$ cat src/rtl/dmaerr_pkg.sv
package dmaerr_pkg;

    localparam int DEC_AW = 16;

    localparam logic [DEC_AW-1:0] OFS_CFG  = 16'h0000;
    localparam logic [DEC_AW-1:0] OFS_STS  = 16'h0110;
    localparam logic [DEC_AW-1:0] OFS_IEN  = 16'h0114;
    localparam logic [DEC_AW-1:0] OFS_ALO  = 16'h0140;
    localparam logic [DEC_AW-1:0] OFS_AHI  = 16'h0144;

    typedef struct packed {
        logic cfg;
        logic sts;
        logic ien;
        logic alo;
        logic ahi;
    } regsel_t;

    function automatic regsel_t decode_ofs(input logic [DEC_AW-1:0] a);
        regsel_t s;
        s.cfg = (a == OFS_CFG);
        s.sts = (a == OFS_STS);
        s.ien = (a == OFS_IEN);
        s.alo = (a == OFS_ALO);
        s.ahi = (a == OFS_AHI);
        return s;
    endfunction

    function automatic logic any_sel(input regsel_t s);
        return s.cfg | s.sts | s.ien | s.alo | s.ahi;
    endfunction

endpackage

$ cat src/rtl/dmaerr_apb_dec.sv
module dmaerr_apb_dec
    import dmaerr_pkg::*;
#(
    parameter int AW = 12
) (
    input  logic          psel,
    input  logic          penable,
    input  logic          pwrite,
    input  logic [AW-1:0] paddr,
    output regsel_t       sel,
    output logic          wr_en,
    output logic          slverr
);
    logic access;

    assign access = psel & penable;
    assign sel    = decode_ofs(DEC_AW'(paddr));
    assign wr_en  = access & pwrite;
    assign slverr = access & ~any_sel(sel);
endmodule

$ cat src/rtl/dmaerr_wreg.sv
module dmaerr_wreg #(
    parameter int W = 32
) (
    input  logic         clk,
    input  logic         rst,
    input  logic         we,
    input  logic [W-1:0] wdata,
    output logic [W-1:0] q
);
    always_ff @(posedge clk) begin
        if (rst) begin
            q <= '0;
        end else if (we) begin
            q <= wdata;
        end
    end
endmodule

$ cat src/rtl/dmaerr_sts_cap.sv
module dmaerr_sts_cap #(
    parameter int NSRC    = 2,
    parameter int SRCW    = 1,
    parameter int MAW     = 64,
    parameter int USED_AW = 40
) (
    input  logic               clk,
    input  logic               rst,
    input  logic [NSRC-1:0]    clr_mask,
    input  logic               ev_valid,
    input  logic [SRCW-1:0]    ev_src,
    input  logic [MAW-1:0]     ev_addr,
    output logic [NSRC-1:0]    sts,
    output logic [USED_AW-1:0] cap_addr
);
    logic [NSRC-1:0] after_clr;
    logic [NSRC-1:0] set_vec;
    logic            cap_en;
    logic            unused_addr_hi;

    assign after_clr      = sts & ~clr_mask;
    assign set_vec        = ev_valid ? (NSRC'(1) << ev_src) : '0;
    assign cap_en         = ev_valid && (after_clr == '0);
    assign unused_addr_hi = ^ev_addr[MAW-1:USED_AW];

    for (genvar i = 0; i < NSRC; i++) begin : g_bit
        always_ff @(posedge clk) begin
            if (rst) begin
                sts[i] <= 1'b0;
            end else begin
                sts[i] <= after_clr[i] | set_vec[i];
            end
        end
    end

    always_ff @(posedge clk) begin
        if (rst) begin
            cap_addr <= '0;
        end else if (cap_en) begin
            cap_addr <= ev_addr[USED_AW-1:0];
        end
    end
endmodule

$ cat src/rtl/dmaerr_regblk.sv
module dmaerr_regblk
    import dmaerr_pkg::*;
#(
    parameter int AW      = 12,
    parameter int DW      = 32,
    parameter int MAW     = 64,
    parameter int USED_AW = 40,
    parameter int NSRC    = 2,
    parameter int SRCW    = 1
) (
    input  logic            clk,
    input  logic            rst,
    input  logic            psel,
    input  logic            penable,
    input  logic            pwrite,
    input  logic [AW-1:0]   paddr,
    input  logic [DW-1:0]   pwdata,
    output logic [DW-1:0]   prdata,
    output logic            pready,
    output logic            pslverr,
    input  logic            ctrl_idle,
    input  logic            err_valid,
    input  logic [SRCW-1:0] err_src,
    input  logic [MAW-1:0]  err_addr,
    output logic [DW-1:0]   cfg_value,
    output logic            irq
);
    localparam int HI_W = USED_AW - DW;

    regsel_t            sel;
    logic               wr_en;
    logic [NSRC-1:0]    clr_mask;
    logic [NSRC-1:0]    sts_q;
    logic [NSRC-1:0]    ien_q;
    logic [USED_AW-1:0] cap_addr_q;
    logic [DW-1:0]      cfg_q;

    dmaerr_apb_dec #(.AW(AW)) u_dec (
        .psel    (psel),
        .penable (penable),
        .pwrite  (pwrite),
        .paddr   (paddr),
        .sel     (sel),
        .wr_en   (wr_en),
        .slverr  (pslverr)
    );

    dmaerr_wreg #(.W(DW)) u_cfg (
        .clk   (clk),
        .rst   (rst),
        .we    (wr_en & sel.cfg & ctrl_idle),
        .wdata (pwdata),
        .q     (cfg_q)
    );

    dmaerr_wreg #(.W(NSRC)) u_ien (
        .clk   (clk),
        .rst   (rst),
        .we    (wr_en & sel.ien),
        .wdata (pwdata[NSRC-1:0]),
        .q     (ien_q)
    );

    assign clr_mask = (wr_en & sel.sts) ? pwdata[NSRC-1:0] : '0;

    dmaerr_sts_cap #(
        .NSRC    (NSRC),
        .SRCW    (SRCW),
        .MAW     (MAW),
        .USED_AW (USED_AW)
    ) u_cap (
        .clk      (clk),
        .rst      (rst),
        .clr_mask (clr_mask),
        .ev_valid (err_valid),
        .ev_src   (err_src),
        .ev_addr  (err_addr),
        .sts      (sts_q),
        .cap_addr (cap_addr_q)
    );

    always_comb begin
        prdata = '0;
        if (sel.cfg) begin
            prdata = cfg_q;
        end else if (sel.sts) begin
            prdata[NSRC-1:0] = sts_q;
        end else if (sel.ien) begin
            prdata[NSRC-1:0] = ien_q;
        end else if (sel.alo) begin
            prdata = cap_addr_q[DW-1:0];
        end else if (sel.ahi) begin
            prdata[HI_W-1:0] = cap_addr_q[USED_AW-1:DW];
        end
    end

    assign pready    = 1'b1;
    assign cfg_value = cfg_q;
    assign irq       = |(sts_q & ien_q);
endmodule

$ cat config.mk
export PLATFORM = sky130hd
export DESIGN_NAME = dmaerr_regblk
export DESIGN_NICKNAME = d
export VERILOG_FILES = /design/src/rtl/dmaerr_pkg.sv /design/src/rtl/dmaerr_apb_dec.sv /design/src/rtl/dmaerr_wreg.sv /design/src/rtl/dmaerr_sts_cap.sv /design/src/rtl/dmaerr_regblk.sv
export SDC_FILE = /design/constraint.sdc
export NUM_CORES = 1
export LEC_CHECK = 0
export BUFFER_PORTS_ARGS = -buffer_cell sky130_fd_sc_hd__buf_4
export CAP_MARGIN = 40
export CORE_AREA = 2 2 79 119
export DETAILED_ROUTE_END_ITERATION = 12
export DIE_AREA = 0 0 81 121
export PLACE_DENSITY = 0.87
export SKIP_CTS_REPAIR_TIMING = 1
export SYNTH_ARGS = -nofsm -noshare
export SYNTH_HDL_FRONTEND = slang
export SYNTH_SLANG_ARGS = --single-unit
export TNS_END_PERCENT = 5
$ cat constraint.sdc
create_clock -name clk -period 4.67 [get_ports clk]
set_clock_uncertainty 0.05 [all_clocks]
set_input_delay 0.934 -clock clk [delete_from_list [all_inputs] [get_ports clk]]
set_output_delay 0.934 -clock clk [all_outputs]
set_load 0.005 [all_outputs]
# Word level (Yosys, flattened, before mapping)
# Cells that the tools add are included.
[word_totals]
output_inout_bits = 67
regBits = 76
wordCells = 41
inputBits = 116
[op_classes]
shifts = 1
n_mux = 10
n_bitwise = 17
n_eq_ne = 4
n_reduce_logical = 4
[ops]
columns = ["operator", "count"]
rows = [
  ["2-to-1 mux 30 bit", 2],
  ["equality test 12 x 9 -> 1 bit, second input constant", 4],
  ["2-to-1 mux 32 bit", 1],
  ["2-to-1 mux 24 bit", 1],
  ["2-to-1 mux 8 bit", 2],
  ["logical NOT 12 bit", 1],
  ["2-to-1 mux 2 bit", 4],
  ["AND 1 bit", 7],
  ["bitwise OR 1 bit", 6],
  ["AND 2 bit", 2],
  ["logical NOT 2 bit", 1],
  ["inverter 2 bit", 1],
  ["OR reduction 2 bit", 1],
  ["<< shifter 1 x 1 -> 2 bit, first input constant", 1],
  ["logical AND 1 bit", 1],
  ["inverter 1 bit", 1],
]

# Logic depth before layout (Yosys ltp)
# Gate-level depths: netlist of the first run.
[logic_depth]
depth_word = 8
mapped_depth = 6
mapped_depth_nobuf = 4

# Hierarchy
# From an unflattened synthesis of the first run, not the netlist that was laid out.
[hier_totals]
cells_unflattened = 379
area_unflattened_um2 = 3809.9
[modules_own_cells]
columns = ["mod", "seq_area_each_um2", "instances", "cells_per_inst", "area_each_um2"]
rows = [
  ["dmaerr_sts_cap", 840.8, 1, 183, 1926.8],
  ["dmaerr_wreg at u_cfg", 640.6, 1, 103, 1163.6],
  ["dmaerr_regblk", 0.0, 1, 68, 530.5],
  ["dmaerr_apb_dec", 0.0, 1, 19, 121.4],
  ["dmaerr_wreg at u_ien", 40.0, 1, 6, 67.6],
]

# Worst setup path after synthesis of the first run
# Ideal clock, no wire load.
[synth_path]
path_kind = "input -> output"
startpoint = "input paddr[11]"
endpoint = "output prdata[0]"
t_required_ps = 3686
n_path_buf = 0
setup_slack_ps = 1470
stages = 4
arrival_time_ps = 2216
path_cell_list = "or4b_1 or4_1 o2bb2ai_1 a22o_1"
[synth_between]
elab_chain_len = 6
word_cells_on_any_way = 10
cone_classes = "eq/ne: 4; mux: 5; reduce/logical: 1"
[synth_rtl]
columns = ["element", "line", "text"]
rows = [
  ["start, declared", "dmaerr_regblk.sv:16", "input logic [AW-1:0] paddr,"],
  ["equality test 12 x 9 -> 1 bit", "dmaerr_pkg.sv:25", "s.ahi = (a == OFS_AHI);"],
  ["2-to-1 mux 8 bit", "dmaerr_regblk.sv:92", "end else if (sel.ahi) begin"],
  ["2-to-1 mux 8 bit", "dmaerr_regblk.sv:90", "end else if (sel.alo) begin"],
  ["2-to-1 mux 2 bit", "dmaerr_regblk.sv:88", "end else if (sel.ien) begin"],
  ["2-to-1 mux 2 bit", "dmaerr_regblk.sv:86", "end else if (sel.sts) begin"],
  ["2-to-1 mux 32 bit (*)", "dmaerr_regblk.sv:84", "if (sel.cfg) begin"],
  ["end, declared", "dmaerr_regblk.sv:18", "output logic [DW-1:0] prdata,"],
]
# Mark *: on every way between the ends. The rest lies on a longest branch, timed or not.

# Final worst setup path of the first run
[layout_path]
startpoint = "input paddr[3]"
endpoint = "output prdata[0]"
# The elaborated chain is that of the path after synthesis.

==> results_dict.tcl, run 1 <==
set metrics [dict create \
    die_w_um 81 \
    num_vias 3720 \
    grt_start_max_net_pins 117 \
    synth_most_common_cell "nand2b_1" \
    critPathKind "in -> out" \
    synthTopCellsByArea "dfxtp_1 (40%), nand2b_1 (13%), mux2i_1 (11%), a22o_1 (6.2%), o21ai_0 (5.2%)" \
    wl_per_cell_um 16.2 \
    clock_path_buffers 2 \
    tns_ps 0 \
    htree_levels 3 \
    ctsRootBufferMaster "clkbuf_16" \
    io_buffers 157 \
    yosys_warnings 0 \
    fin_crit_sh_pct 81.0 \
    async_flop_share_pct 0 \
    rsz0062_at_grt "no" \
    post-route-util_pct 60.4 \
    netSwitchingPower_w 0.000327 \
    hold_viol 0 \
    ioPinCount 183 \
    first_iter_violations 259 \
    yosysTopAreaCell "dfxtp_1" \
    combPwrFrac_pct 11.5 \
    grt_remaining_overflow 0 \
    worstMarginPinSlew_ps 876 \
    grt_pass1_wl_um 16900 \
    hold_depth 2 \
    cp-end-kind "output pin" \
    synthTopCellsByCount "nand2b_1 (82), dfxtp_1 (76), mux2i_1 (42)" \
    synth_cells 422 \
    synth_xor_area_share_pct 0 \
    place_ws_ps 940 \
    cap_violations 0 \
    fin_ws_ps 889 \
    gr-usage-all-layers_pct 22.1 \
    outcome "finished, final reports clean" \
    insertion_delay_ps 330 \
    arrival_ps 2800 \
    antenna_cells 0 \
    syn2layout_area_growth_pct 37.1 \
    synthMuxAreaShare_pct 10.9 \
    yosys.area.top_type_share_pct 39.6 \
    peakVddDrop_mv 0.173 \
    cts_made_buffers 9 \
    max_clock_freq_mhz 264 \
    synth-edff-count 0 \
    drc_errors 0 \
    yosysUniqueCellTypes 35 \
    setup_viol 0 \
    core_sq_mm 0.00872 \
    syn_nets 538 \
    rr_worst_depth 3 \
    ant_nets 0 \
    seqPwrFrac_pct 47.9 \
    fin_crit_ps 3780 \
    vias_per_cell 5.57 \
    n_fill_cell 777 \
    synth_simple_gate_area_share_pct 24.0 \
    synth_top_family_by_area "simple AND/OR/NAND/NOR gates" \
    firstDrtPassIters 6 \
    synth_compound_area_share_pct 19.2 \
    synth_area_sq_mm 0.00384 \
    dpl.hpwl_um 7600 \
    dieArea_sq_mm 0.00980 \
    start_kind "input pin" \
    die_h_um 121 \
    ys_seq_area_share_pct 39.6 \
    p_sw_share_pct 22.7 \
    hp-class "reg -> reg" \
    cellPowerDensity_mw_per_mm2 274 \
    ys_ff_latch 76 \
    synthAdderAreaFrac_pct 0 \
    syn_avg_cell_area_sq_um 9.10 \
    clkSinkCount 76 \
    p_int_w 0.00111 \
    clkSlewWorstSetupHoldPaths_ps 50 \
    clkPwrFrac_pct 40.5 \
    grt_pass1_vias 3728 \
    cts_tree "built" \
    path_max_fanout 32 \
    initial_core_util_pct 44.0 \
    fin_nets 674 \
    maxSlewHeadroom_pct 41.6 \
    gp_congestion 0.954 \
    antenna_found_initial 0 \
    rows 42 \
    drt-total-wl_um 10800 \
    worstPathRequired_ps 3690 \
    layout-drive-gt1-share_pct 32.6 \
    report.final.slew_viol_count 0 \
    synth_ff_type "dfxtp_1" \
    p_leak_nw 2.20 \
]
power by group through the flow:
stage                      logic, W  clock network [W]  registers [W]
after floorplan           0.0000911                  0       0.000699
after global placement     0.000158                  0       0.000702
after detailed placement   0.000165                  0       0.000703
after CTS                  0.000166           0.000592       0.000690
after global routing       0.000181           0.000619       0.000693
final                      0.000166           0.000584       0.000690
cell families after synthesis:
logic type,after synthesis
other,1
and+or+nand+nor,144
DFF,76
buffers and inverters,45
AOI/OAI and AO/OA,114
muxes,42
metal layers:
layer / global-route usage, % / vias up / part of all wire (%)
li1: - / 1769 / -
met5: 0 / - / 0
met3: 4.17 / 39 / 5.7
met2: 38.6 / 153 / 53
met1: 24.6 / 1759 / 38
met4: 12.2 / 0 / 3.8
area by class of cell:
cell class	count	area, sq um	share of cell area [%]
clock buffer	10	229	4.35
clock inverter	1	5.00	0.0951
inverter	7	26.3	0.499
multi-input combinational	301	2080	39.5
sequential	76	1520	28.9
tap	110	138	2.61
timing repair buffer	163	1260	24.0
per-stage QoR:
step / area [sq um] / hold slack (ps) / cells / power, W
after floorplan: 3840 / 398 / 422 / 0.000790
after global placement: 4990 / 409 / 655 / 0.000860
after detailed placement: 5030 / 417 / 657 / 0.000869
after CTS: 5270 / 426 / 668 / 0.00145
after global routing: 5270 / 445 / 668 / 0.00149
final: 5270 / 423 / 668 / 0.00144
critical path, cell delays in order:
cell,delay (ps)
buf_4,130
nor4_4,440
and4_2,800
o2bb2ai_1,180
a22o_1,180
buf_4,120
state kept, by name (all words and copies together) (netlist names):
| register | cells |
|---|---|
| u_ien.q | 2 |
| u_cap.sts | 2 |
| u_cap.cap_addr | 40 |
| u_cfg.q | 32 |
placed cells by master (no fill, tap or decap):
| cell | instances |
|---|---|
| a21oi_1 | 33 |
| a221oi_4 | 1 |
| a22o_1 | 27 |
| a22oi_1 | 7 |
| a2bb2oi_1 | 1 |
| a32oi_1 | 2 |
| and2_1 | 1 |
| and2_2 | 1 |
| and3_1 | 2 |
| and4_1 | 2 |
| and4_2 | 2 |
| buf_12 | 1 |
| buf_16 | 1 |
| buf_4 | 160 |
| buf_8 | 1 |
| clkbuf_1 | 1 |
| clkbuf_16 | 9 |
| clkinv_2 | 1 |
| conb_1 | 1 |
| dfxtp_1 | 76 |
| inv_1 | 7 |
| mux2i_1 | 42 |
| nand2_1 | 1 |
| nand2b_1 | 82 |
| nand3_1 | 32 |
| nand4_1 | 4 |
| nand4_2 | 1 |
| nor2_1 | 5 |
| nor3_1 | 4 |
| nor4_4 | 1 |
| nor4b_1 | 1 |
| nor4b_4 | 2 |
| o2111a_1 | 1 |
| o21ai_0 | 40 |
| o2bb2ai_1 | 2 |
| or4_1 | 1 |
| or4b_1 | 1 |
| or4b_2 | 1 |
final timing paths:
path | slack (ps) | to | from
setup reg to reg | 3010 | u_cap.cap_addr[18] | u_cap.sts[1]
hold reg to reg | 420 | u_cap.cap_addr[2] | u_cap.cap_addr[2]
hold / removal | 420 | u_cap.cap_addr[2] | u_cap.cap_addr[2]
setup / recovery | 890 | prdata[0] | paddr[3]
Power figures use the tool's default switching activity.
==> run 2: changes to the inputs <==
--- a/config.mk
+++ b/config.mk
@@ -7,10 +7,10 @@
 export LEC_CHECK = 0
 export BUFFER_PORTS_ARGS = -buffer_cell sky130_fd_sc_hd__buf_4
 export CAP_MARGIN = 40
-export CORE_AREA = 2 2 79 119
+export CORE_AREA = 2 2 82 123
 export DETAILED_ROUTE_END_ITERATION = 12
-export DIE_AREA = 0 0 81 121
-export PLACE_DENSITY = 0.87
+export DIE_AREA = 0 0 84 125
+export PLACE_DENSITY = 0.85
 export SKIP_CTS_REPAIR_TIMING = 1
 export SYNTH_ARGS = -nofsm -noshare
 export SYNTH_HDL_FRONTEND = slang
==> constraint.sdc (replaced) <==
create_clock -name clk -period 3.05 [get_ports clk]
set_clock_uncertainty 0.05 [all_clocks]
set_input_delay 0.61 -clock clk [delete_from_list [all_inputs] [get_ports clk]]
set_output_delay 0.61 -clock clk [all_outputs]
set_load 0.005 [all_outputs]
==> run 2 against run 1 <==
  * Final area up 2.1%
  * Die area up 7.1%
  * Flip-flop and latch count is the same
  * First-iteration DRC count fell by 38%
  * Sequential power is 54% higher
  * Hold slack improved by 1.3 ps
  * Clock power increased by 85%
  * Critical endpoint is now prdata[1]
  * Clock-buffer cell count unchanged
  * Non-clock buffer count grew 5
==> results_dict.tcl, run 2 (synthesis results as in run 1) <==
set metrics [dict create \
    vias_per_cell 5.45 \
    cp-end-kind "output pin" \
    final_common_cell "buf_4" \
    critPathKind "in -> out" \
    maxSlewHeadroom_pct 42.1 \
    htree_levels 3 \
    p_sw_share_pct 23.1 \
    num_vias 3724 \
    core_sq_mm 0.00952 \
    cap_violations 0 \
    netSwitchingPower_w 0.000551 \
    cp_cell_sequence "buf_4 -> or4b_1 -> or4_1 -> o2bb2ai_1 -> a22o_1 -> buf_4" \
    ant_nets 0 \
    max_clock_freq_mhz 342 \
    fin_crit_sh_pct 96.0 \
    layout_common_cells "buf_4 (165), nand2b_1 (82), dfxtp_1 (76)" \
    rsz0062_at_grt "no" \
    largest_reg_flops 40 \
    layout-drive-gt1-share_pct 34.0 \
    p_int_w 0.00184 \
    cpMostUsedCell "buf_4" \
    grt_pass1_vias 3742 \
    ioPinCount 183 \
    ctsRootBufferMaster "clkbuf_16" \
    io_buffers 157 \
    initial_core_util_pct 40.3 \
    p_leak_nw 2.25 \
    hp-class "reg -> reg" \
    path_max_fanout 3 \
    cpPeakStageDelay_ps 580 \
    hold_depth 2 \
    clkPwrFrac_pct 45.3 \
    reg_top3 "u_cap.cap_addr (40), u_cfg.q (32)" \
    dpl.hpwl_um 7710 \
    fin_crit_ps 2930 \
    grt_pass1_wl_um 17200 \
    seqPwrFrac_pct 44.2 \
    grt_start_max_net_pins 117 \
    gp_congestion 0.848 \
    insertion_delay_ps 330 \
    cellPowerDensity_mw_per_mm2 445 \
    tns_ps 0 \
    worstPathRequired_ps 2390 \
    peakVddDrop_mv 0.278 \
    die_w_um 84 \
    rr_worst_depth 3 \
    clock_path_buffers 2 \
    arrival_ps 2270 \
    cts_made_buffers 9 \
    firstDrtPassIters 8 \
    drc_errors 0 \
    drt-total-wl_um 10600 \
    start_kind "input pin" \
    grt_remaining_overflow 0 \
    post-route-util_pct 56.5 \
    clkSinkCount 76 \
    rows 44 \
    combPwrFrac_pct 10.5 \
    worstMarginPinSlew_ps 868 \
    top_register "u_cap.cap_addr" \
    outcome "finished, final reports clean" \
    crit_slowest_cell "or4b_1" \
    cts_tree "built" \
    setup_viol 0 \
    wl_per_cell_um 15.5 \
    report.final.slew_viol_count 0 \
    hold_viol 0 \
    dieArea_sq_mm 0.0105 \
    antenna_cells 0 \
    gr-usage-all-layers_pct 19.9 \
    die_h_um 125 \
    fin_nets 679 \
    first_iter_violations 160 \
    antenna_found_initial 0 \
    syn2layout_area_growth_pct 40.0 \
    clkSlewWorstSetupHoldPaths_ps 60 \
]
## run 2: per-layer routing
layer	vias to the layer above	global-route usage, %	wire (um)
met5	-	0	0
met3	17	4.55	616
met2	131	36.0	5630
met4	0	8.92	218
met1	1785	21.9	4090
li1	1791	-	-
## run 2: final timing paths
kind	to	slack, ps	startpoint
min	u_cap.cap_addr[22]	420	u_cap.cap_addr[22]
max reg2reg	u_cap.cap_addr[2]	1590	u_cap.sts[1]
min reg2reg	u_cap.cap_addr[22]	420	u_cap.cap_addr[22]
max	prdata[1]	120	paddr[11]
## run 2: cell type report
class | instances | area [sq um]
Fill cell | 866 | 4150
Multi-Input combinational cell | 301 | 2080
Sequential cell | 76 | 1520
Timing Repair Buffer | 168 | 1290
Clock buffer | 10 | 239
Tap cell | 115 | 144
Clock inverter | 6 | 71.3
Inverter | 7 | 26.3
## run 2: through the flow
step	cells	power, W	setup WS, ps	area [sq um]	hold WS (ps)
after floorplan	422	0.00121	498	3840	398
after global placement	666	0.00132	175	5050	409
after detailed placement	667	0.00133	129	5070	421
after CTS	683	0.00242	129	5380	432
after global routing	683	0.00248	64.8	5380	447
final	683	0.00239	122	5380	425
## run 2: critical path, delay by kind of cell
| kind | cells | cell delay, ps |
|---|---|---|
| AOI/OAI and AO/OA | 2 | 340 |
| buffers and inverters | 2 | 250 |
| and+or+nand+nor | 2 | 1070 |
## run 2: power groups by stage
stage          combinational, W  sequential, W  clock [W]
2_1_floorplan          0.000139        0.00107          0
3_3_place_gp           0.000245        0.00108          0
3_5_place_dp           0.000253        0.00108          0
4_1_cts                0.000254        0.00106    0.00111
5_1_grt                0.000275        0.00106    0.00115
6_report               0.000252        0.00106    0.00108
==> run 3: changes to the inputs <==
--- a/config.mk
+++ b/config.mk
@@ -11,6 +11,7 @@
 export DETAILED_ROUTE_END_ITERATION = 12
 export DIE_AREA = 0 0 84 125
 export PLACE_DENSITY = 0.85
+export RECOVER_POWER = 100
 export SKIP_CTS_REPAIR_TIMING = 1
 export SYNTH_ARGS = -nofsm -noshare
 export SYNTH_HDL_FRONTEND = slang
==> run 3 against run 2 <==
  * Register-to-register slack got worse by 360 ps
  * Global-route usage unchanged
  * Final cell count unchanged
  * First-iteration DRC count decreased by 5.0%
  * Setup slack got worse by 24 ps
  * Final area decreased by 1.3%
  * Sequential power about the same
  * Via count unchanged
  * Routed wire length about the same
  * Die area unchanged
  * Sequential share of layout area increased by 0.39 points
==> results_dict.tcl, run 3 (synthesis results as in run 1) <==
set metrics [dict create \
    outcome "finished, final reports clean" \
    netSwitchingPower_w 0.000552 \
    clock_path_buffers 2 \
    reg_top3 "u_cap.cap_addr (40), u_cfg.q (32)" \
    cap_violations 0 \
    ioPinCount 183 \
    fin_ws_ps 97.9 \
    max_clock_freq_mhz 339 \
    worst-path-buf-inv 2 \
    dieArea_sq_mm 0.0105 \
    die_w_um 84 \
    cp-end-kind "output pin" \
    hp-class "reg -> reg" \
    final_common_cell "buf_4" \
    initial_core_util_pct 40.3 \
    worstPathRequired_ps 2390 \
    setup_viol 0 \
    core_sq_mm 0.00952 \
    syn2layout_area_growth_pct 38.2 \
    gr-usage-all-layers_pct 19.9 \
    peakVddDrop_mv 0.278 \
    seq_area_sq_mm 0.00152 \
    antenna_found_initial 0 \
    critical-path-top-delay-family "simple AND/OR/NAND/NOR gates" \
    vias_per_cell 5.45 \
    fin_nets 679 \
    layout_common_cells "buf_4 (98), nand2b_1 (82), dfxtp_1 (76)" \
    grt_pass1_wl_um 17200 \
    htree_levels 3 \
    cts_made_buffers 9 \
    cellPowerDensity_mw_per_mm2 450 \
    cts_tree "built" \
    arrival_ps 2290 \
    path_max_fanout 3 \
    top_register "u_cap.cap_addr" \
    place_ws_ps 129 \
    total_power_w 0.00239 \
    wl_per_cell_um 15.4 \
    seqPwrFrac_pct 44.2 \
    cp_cell_sequence "buf_4 -> or4b_1 -> or4_1 -> o2bb2ai_1 -> a22o_1 -> clkbuf_4" \
    p_sw_share_pct 23.1 \
    p_leak_nw 2.16 \
    multi_input_area_sq_mm 0.00206 \
    die_h_um 125 \
    firstDrtPassIters 5 \
    hold_viol 0 \
    fin_crit_sh_pct 96.8 \
    dpl.hpwl_um 7710 \
    drc_errors 0 \
    rsz0062_at_grt "no" \
    rows 44 \
    grt_pass1_vias 3742 \
    ctsRootBufferMaster "clkbuf_16" \
    io_buffers 157 \
    cpPeakStageDelay_ps 580 \
    critPathKind "in -> out" \
    first_iter_violations 152 \
    n_fill_cell 888 \
    clkSinkCount 76 \
    fin_crit_ps 2950 \
    largest_reg_flops 40 \
    report.final.slew_viol_count 0 \
    start_kind "input pin" \
    maxSlewHeadroom_pct 10.8 \
    grt_start_max_net_pins 117 \
    crit_slowest_cell "or4b_1" \
    grt_remaining_overflow 0 \
    clkSlewWorstSetupHoldPaths_ps 60 \
    combPwrFrac_pct 10.4 \
    antenna_cells 0 \
    p_int_w 0.00184 \
    num_vias 3724 \
    gp_congestion 0.848 \
    layout-drive-gt1-share_pct 31.3 \
    clkPwrFrac_pct 45.4 \
    ant_nets 0 \
    tns_ps 0 \
    worstMarginPinSlew_ps 1340 \
    insertion_delay_ps 330 \
    drt-total-wl_um 10600 \
]
## run 3: worst register-to-register path, delay by kind of cell, from the launching register on
family | cells | cell delay [ps]
compound gates | 1 | 420
buf+inv | 1 | 660
flops | 1 | 340
mux | 1 | 280
## run 3: worst paths after layout
kind                      startpoint                 end  slack [ps]  cells after the start
hold reg to reg   u_cap.cap_addr[22]  u_cap.cap_addr[22]         420                      2
setup / recovery           paddr[11]           prdata[1]         100                      6
hold / removal    u_cap.cap_addr[22]  u_cap.cap_addr[22]         420                      2
setup reg to reg        u_cap.sts[1]   u_cap.cap_addr[2]        1230                      3
## run 3: final cells by class
| cell class | count | share of cell area [%] |
|---|---|---|
| clock inverter | 6 | 1.34 |
| clock buffer | 10 | 4.50 |
| multi-input combinational | 301 | 38.9 |
| tap | 115 | 2.71 |
| sequential | 76 | 28.7 |
| inverter | 7 | 0.495 |
| timing repair buffer | 168 | 23.4 |
## run 3: metal layers
layer / vias up / track usage [%] / part of all wire (%)
met5: - / 0 / 0
met4: 0 / 8.92 / 2.4
met3: 25 / 4.55 / 5.4
met2: 136 / 36.0 / 53
met1: 1771 / 21.9 / 39
li1: 1792 / - / -
## run 3: through the flow
step,util [%],instance area [sq um],hold slack (ps),instances
floorplan,-,3840,398,422
finish,55.7,5310,425,683
global placement,53.0,5050,409,666
CTS,56.5,5380,432,683
detailed placement,53.2,5070,421,667
global route,55.7,5310,447,683
## run 3: power by group through the flow
| stage | sequential [W] | clock (W) | combinational (W) |
|---|---|---|---|
| 6_report | 0.00106 | 0.00108 | 0.000248 |
| 3_5_place_dp | 0.00108 | 0 | 0.000253 |
| 2_1_floorplan | 0.00107 | 0 | 0.000139 |
| 4_1_cts | 0.00106 | 0.00111 | 0.000254 |
| 3_3_place_gp | 0.00108 | 0 | 0.000245 |
| 5_1_grt | 0.00106 | 0.00115 | 0.000271 |
